File: src/rtl/irq_pkg.sv
package irq_pkg;
  localparam int NSRC   = 8;
  localparam int IDX_W  = $clog2(NSRC);
  localparam int VEC_W  = 12;
  localparam logic [VEC_W-1:0] VEC_TOP = 12'hFFE;

  typedef enum logic [IDX_W-1:0] {
    SRC_RESET  = 3'd0,
    SRC_NMI    = 3'd1,
    SRC_SPAREH = 3'd2,
    SRC_PORTA  = 3'd3,
    SRC_PORTBC = 3'd4,
    SRC_TIMER  = 3'd5,
    SRC_ADC    = 3'd6,
    SRC_SPAREL = 3'd7
  } src_e;

  // sources gated by the global enable
  localparam logic [NSRC-1:0] MASKABLE = (NSRC'(1) << SRC_PORTA) | (NSRC'(1) << SRC_PORTBC)
                                       | (NSRC'(1) << SRC_TIMER) | (NSRC'(1) << SRC_ADC);
  // sources able to wake the core
  localparam logic [NSRC-1:0] WAKEABLE = (NSRC'(1) << SRC_RESET) | (NSRC'(1) << SRC_NMI)
                                       | (NSRC'(1) << SRC_PORTA) | (NSRC'(1) << SRC_PORTBC)
                                       | (NSRC'(1) << SRC_TIMER);
  // sources that wake even when the global enable is clear
  localparam logic [NSRC-1:0] WAKE_NOGEN = (NSRC'(1) << SRC_RESET);

  typedef struct packed {
    logic lvl_a;    // port A low-level mode
    logic rise_bc;  // port B/C rising edge
    logic gen;      // global enable
  } opt_t;

  function automatic logic [VEC_W-1:0] vec_of(input logic [IDX_W-1:0] idx);
    return VEC_TOP - {{(VEC_W-IDX_W-1){1'b0}}, idx, 1'b0};
  endfunction
endpackage

File: src/rtl/irq_opt_reg.sv
module irq_opt_reg
  import irq_pkg::*;
#(
  parameter int ADDR_W = 8,
  parameter int DATA_W = 8,
  parameter logic [ADDR_W-1:0] OPT_ADDR = 8'hC8,
  parameter int BIT_LVL  = 6,
  parameter int BIT_RISE = 5,
  parameter int BIT_GEN  = 4
) (
  input  logic              clk,
  input  logic              rst_n,
  input  logic              wr_en_i,
  input  logic [ADDR_W-1:0] wr_addr_i,
  input  logic [DATA_W-1:0] wr_data_i,
  output opt_t              opt_o
);
  localparam logic [DATA_W-1:0] USED = (DATA_W'(1) << BIT_LVL) | (DATA_W'(1) << BIT_RISE)
                                     | (DATA_W'(1) << BIT_GEN);
  localparam logic [DATA_W-1:0] RSVD = ~USED;

  logic take;
  assign take = wr_en_i && (wr_addr_i == OPT_ADDR) && ((wr_data_i & RSVD) == '0);

  always_ff @(posedge clk or negedge rst_n) begin
    if (!rst_n) begin
      opt_o <= '0;
    end else if (take) begin
      opt_o.lvl_a   <= wr_data_i[BIT_LVL];
      opt_o.rise_bc <= wr_data_i[BIT_RISE];
      opt_o.gen     <= wr_data_i[BIT_GEN];
    end
  end
endmodule

File: src/rtl/irq_pin_detect.sv
module irq_pin_detect #(
  parameter int   SYNC_STAGES = 2,
  parameter logic IDLE_LEVEL  = 1'b1
) (
  input  logic clk,
  input  logic rst_n,
  input  logic pin_i,
  input  logic rise_sel_i,
  input  logic level_mode_i,
  input  logic clr_i,
  output logic req_o
);
  logic [SYNC_STAGES-1:0] sync_q;
  logic prev_q;
  logic pend_q;
  logic sample;
  logic edge_hit;

  always_ff @(posedge clk or negedge rst_n) begin
    if (!rst_n) begin
      sync_q <= {SYNC_STAGES{IDLE_LEVEL}};
      prev_q <= IDLE_LEVEL;
    end else begin
      sync_q <= {sync_q[SYNC_STAGES-2:0], pin_i};
      prev_q <= sample;
    end
  end

  assign sample   = sync_q[SYNC_STAGES-1];
  assign edge_hit = rise_sel_i ? (sample & ~prev_q) : (~sample & prev_q);

  // a new edge outranks a clearing transfer in the same cycle
  always_ff @(posedge clk or negedge rst_n) begin
    if (!rst_n)            pend_q <= 1'b0;
    else if (level_mode_i) pend_q <= 1'b0;
    else if (edge_hit)     pend_q <= 1'b1;
    else if (clr_i)        pend_q <= 1'b0;
  end

  assign req_o = level_mode_i ? ~sample : pend_q;
endmodule

File: src/rtl/irq_prio_enc.sv
module irq_prio_enc #(
  parameter int N     = 8,
  parameter int IDX_W = $clog2(N)
) (
  input  logic [N-1:0]     req_i,
  output logic [N-1:0]     grant_o,
  output logic [IDX_W-1:0] idx_o,
  output logic             any_o
);
  always_comb begin
    idx_o = '0;
    for (int i = N - 1; i >= 0; i--) begin
      if (req_i[i]) idx_o = IDX_W'(i);
    end
  end

  assign any_o   = |req_i;
  assign grant_o = any_o ? (N'(1) << idx_o) : '0;
endmodule

File: src/rtl/irq_vector_ctrl.sv
module irq_vector_ctrl
  import irq_pkg::*;
#(
  parameter int ADDR_W = 8,
  parameter int DATA_W = 8,
  parameter logic [ADDR_W-1:0] OPT_ADDR = 8'hC8,
  parameter int SYNC_STAGES = 2
) (
  input  logic              clk,
  input  logic              rst_n,
  input  logic              cfg_wr_en_i,
  input  logic [ADDR_W-1:0] cfg_wr_addr_i,
  input  logic [DATA_W-1:0] cfg_wr_data_i,
  input  logic              rst_req_i,
  input  logic              nmi_n_i,
  input  logic              pa_n_i,
  input  logic              pbc_i,
  input  logic              tmz_i,
  input  logic              eoc_i,
  output logic              irq_valid_o,
  input  logic              irq_ready_i,
  output logic [VEC_W-1:0]  irq_vector_o,
  output logic [NSRC-1:0]   irq_grant_o,
  output logic              wake_o
);
  opt_t             opt_q;
  logic             gen_en;
  logic [NSRC-1:0]  req_raw;
  logic [NSRC-1:0]  req_eff;
  logic [NSRC-1:0]  wake_bits;
  logic [IDX_W-1:0] win_idx;
  logic             accept;
  logic             nmi_req, pa_req, pbc_req;

  irq_opt_reg #(
    .ADDR_W(ADDR_W), .DATA_W(DATA_W), .OPT_ADDR(OPT_ADDR)
  ) opt_i (
    .clk(clk), .rst_n(rst_n), .wr_en_i(cfg_wr_en_i),
    .wr_addr_i(cfg_wr_addr_i), .wr_data_i(cfg_wr_data_i), .opt_o(opt_q)
  );

  assign gen_en = opt_q.gen;
  assign accept = irq_valid_o && irq_ready_i;

  irq_pin_detect #(.SYNC_STAGES(SYNC_STAGES), .IDLE_LEVEL(1'b1)) nmi_det_i (
    .clk(clk), .rst_n(rst_n), .pin_i(nmi_n_i), .rise_sel_i(1'b0),
    .level_mode_i(1'b0), .clr_i(accept && irq_grant_o[SRC_NMI]), .req_o(nmi_req)
  );

  irq_pin_detect #(.SYNC_STAGES(SYNC_STAGES), .IDLE_LEVEL(1'b1)) pa_det_i (
    .clk(clk), .rst_n(rst_n), .pin_i(pa_n_i), .rise_sel_i(1'b0),
    .level_mode_i(opt_q.lvl_a), .clr_i(accept && irq_grant_o[SRC_PORTA]), .req_o(pa_req)
  );

  irq_pin_detect #(.SYNC_STAGES(SYNC_STAGES), .IDLE_LEVEL(1'b1)) pbc_det_i (
    .clk(clk), .rst_n(rst_n), .pin_i(pbc_i), .rise_sel_i(opt_q.rise_bc),
    .level_mode_i(1'b0), .clr_i(accept && irq_grant_o[SRC_PORTBC]), .req_o(pbc_req)
  );

  always_comb begin
    req_raw             = '0;
    req_raw[SRC_RESET]  = rst_req_i;
    req_raw[SRC_NMI]    = nmi_req;
    req_raw[SRC_PORTA]  = pa_req;
    req_raw[SRC_PORTBC] = pbc_req;
    req_raw[SRC_TIMER]  = tmz_i;
    req_raw[SRC_ADC]    = eoc_i;
  end

  for (genvar g = 0; g < NSRC; g++) begin : g_src
    assign req_eff[g]   = req_raw[g] && (!MASKABLE[g] || gen_en);
    assign wake_bits[g] = req_eff[g] && WAKEABLE[g] && (gen_en || WAKE_NOGEN[g]);
  end

  irq_prio_enc #(.N(NSRC), .IDX_W(IDX_W)) prio_i (
    .req_i(req_eff), .grant_o(irq_grant_o), .idx_o(win_idx), .any_o(irq_valid_o)
  );

  assign irq_vector_o = irq_valid_o ? vec_of(win_idx) : '0;
  assign wake_o       = |wake_bits;
endmodule

File: config.mk
export PLATFORM = sky130hd
export DESIGN_NAME = irq_vector_ctrl
export DESIGN_NICKNAME = d
export VERILOG_FILES = /design/src/rtl/irq_pkg.sv /design/src/rtl/irq_opt_reg.sv /design/src/rtl/irq_pin_detect.sv /design/src/rtl/irq_prio_enc.sv /design/src/rtl/irq_vector_ctrl.sv
export SDC_FILE = /design/constraint.sdc
export NUM_CORES = 1
export LEC_CHECK = 0
export BUFFER_PORTS_ARGS = -buffer_cell sky130_fd_sc_hd__buf_2
export CAP_MARGIN = 20
export CORE_MARGIN = 2
export CORE_UTILIZATION = 41
export CTS_CLUSTER_DIAMETER = 30
export CTS_CLUSTER_SIZE = 30
export DETAILED_ROUTE_END_ITERATION = 8
export PLACE_DENSITY = 0.75
export SLEW_MARGIN = 20
export SYNTH_ARGS = -nofsm -noshare
export SYNTH_HDL_FRONTEND = slang
export SYNTH_SLANG_ARGS = --single-unit
File: constraint.sdc
create_clock -name clk -period 2 [get_ports clk]
set_input_delay 0.4 -clock clk [delete_from_list [all_inputs] [get_ports clk]]
set_output_delay 0.4 -clock clk [all_outputs]
set_load 0.01 [all_outputs]
==> impl_metrics.tcl <==
set metrics [dict create \
    seqCellArea_um2 390 \
    synthTopCellsByArea "dfstp_2 30%, dfrtp_1 19%, buf_4 10%" \
    ff2ff_setup_slack_ns 0.63 \
    reg2reg_depth 4 \
    grt_max_degree 16 \
    rsz0062_at_grt "yes" \
    grt-ovfl-total 0 \
    synth_cells 76 \
    initial_utilization 0.446 \
    grt_pass1_wl_mm 2.10 \
    syn2layout_area_growth_pct 33.7 \
    dr.pass1.iters 5 \
    finClkSkew_ns 0.00401 \
    yosys_warnings 0 \
    antenna_cells 0 \
    dieArea_um2 2310 \
    grt_antenna_before_repair 0 \
    port-buffer-count 44 \
    p_leak_uw 0.000502 \
    drc 0 \
    setup_viol_count_final 0 \
    vias 684 \
    htree_num_levels 1 \
    cp.required_ns 1.60 \
    cts_num_sinks 15 \
    fmax_mhz 504 \
    ys.flop_type "dfstp_2" \
    synth_most_common_cell "buf_4" \
    cts_tree "done" \
    die_h_um 48.0 \
    drt_wl_total_mm 1.72 \
    ys_types 29 \
    critPathCaptureType "output pin" \
    synth_common_cells "11 x buf_4, 9 x dfstp_2, 6 x dfrtp_1, 6 x o21ai_0" \
    instances_no_fill 139 \
    r2r_start "nmi_det_i.pend_q" \
    status "complete, no violations" \
    ys_ff_latch 15 \
    power_density_nw_per_um2 566 \
    hold_violations 0 \
    synth_edf_count 0 \
    clock_path_buffers 2 \
    gp_congestion 0.763 \
    coreArea_um2 1780 \
    cts_root_buffer "clkbuf_4" \
    yosys.area.top_type "dfstp_2" \
    setup.worst_path.end "irq_vector_o[2]" \
    grt_pass1_vias 528 \
    cp-startpoint "opt_i.opt_o[2]" \
    setup_ws_ns 0.0169 \
    clock_latency_ns 0.27 \
    rows 15 \
    vias_per_cell 4.92 \
    max-vdd-ir-drop_uv 479 \
    multi_input_area_um2 337 \
    cap_viol_max_count 0 \
    dp_slack_ns 0.225 \
    async_reset_ff_frac 1.00 \
    synth_area_um2 795 \
    syn_avg_cell_area_um2 10.5 \
    fin_crit_sh 0.992 \
    cts_made_buffers 3 \
    placed_cells 133 \
    maxSlewViolCount 0 \
    crit_path_start_kind "flop" \
    timing.rr.end "pbc_det_i.pend_q" \
    path_class "flop to output pin" \
    yosysSeqAreaShare 0.487 \
    avgRoutedWirePerCell_um 12.4 \
    top_level_ports 48 \
    crit_arrival_ns 1.58 \
    die_w_um 48.0 \
    yosysTopAreaCellShare 0.298 \
    cts.reportedPaths.clkPinSlew_ns 0.08 \
    ant_nets 0 \
    drt_first_iter_violations 8 \
    grt_use_total 0.135 \
    crit_fanout 5 \
    num-nets-final 141 \
    finalCriticalPeriod_ns 1.98 \
    worst_hold_path_type "input port to async pin" \
    drive_gt1_frac 0.667 \
    n_fill_cell 144 \
]
[critical path, stage by stage (launching register included)]
cell and delay, ns:
dfrtp_1 0.43, and2_4 0.19, or2_4 0.24, a311o_1 0.31, buf_2 0.14
[worst min path at each step]
stage,start,end,slack (ns),depth (start not counted)
global placement,rst_n,opt_i.opt_o[1],0.30,1
detailed placement,rst_n,opt_i.opt_o[1],0.31,1
finish,rst_n,opt_i.opt_o[2],0.007,1
floorplan,rst_n,nmi_det_i.pend_q,0.10,0
CTS,rst_n,opt_i.opt_o[1],0.01,1
global route,rst_n,opt_i.opt_o[1],0.01,1
[report_power, final]
part / internal (µW) / switching, µW / leakage [µW]
clock network: 77.1 / 82.8 / 0.0000150
logic: 55.9 / 51.5 / 0.000325
registers: 323 / 10.9 / 0.000162
[placed cells by master (no fill, tap or decap), drive strengths merged, types with 3 or more instances in the layout]
cell and instances:
buf 45, nor2 5, dfrtp 6, dfstp 9, clkbuf 4, o21ai 6
a211o 3, conb 3, mux2 3, inv 5, nor3 3, nor3b 3
[what timing repair did]
item / in CTS / in global routing
setup endpoints to repair: 9 / 12
hold buffers: 0 / 0
gates resized for setup: 0 / 17
gates cloned: 0 / 1
pin swaps: 1 / 2
buffers inserted: 0 / 1
[cell families after synthesis]
family,Yosys count,synth area share
and+or+nand+nor,23,0.195
buffers and inverters,19,0.145
muxes,3,0.0425
AOI/OAI and AO/OA,15,0.126
DFF,15,0.487
other,1,0.00472
[layer usage]
layer  vias to the layer above  GRT usage  wire length (µm)
met5                         -          0                 0
met4                         0     0.0486                 0
met3                         0     0.0226               110
met2                        37      0.264               979
li1                        327          -                 -
met1                       320      0.140               626
[stage by stage]
step	setup TNS, ns	util	instance area [µm²]	hold WS [ns]	total power, µW
4_1_cts	0	0.552	983	0.0105	595
2_1_floorplan	0	-	802	0.104	398
3_3_place_gp	0	0.537	957	0.304	426
5_1_grt	-0.375	0.596	1060	0.0129	639
6_report	0	0.596	1060	0.00725	601
3_5_place_dp	0	0.537	957	0.313	429
[flip-flops by register name (all words and copies together), names as in the netlist]
register and flops:
nmi_det_i.pend_q 1, opt_i.opt_o 3, nmi_det_i.sync_q 2, pbc_det_i.pend_q 1, pbc_det_i.sync_q 2, pbc_det_i.prev_q 1, nmi_det_i.prev_q 1, pa_det_i.prev_q 1
pa_det_i.sync_q 2, pa_det_i.pend_q 1
[cell type report]
class,instances,area share
Sequential cell,15,0.367
Timing Repair Buffer,45,0.244
Inverter,5,0.0177
Multi-Input combinational cell,45,0.317
Tap cell,25,0.0294
Clock buffer,4,0.0247
(Power assumes the default switching activity.)
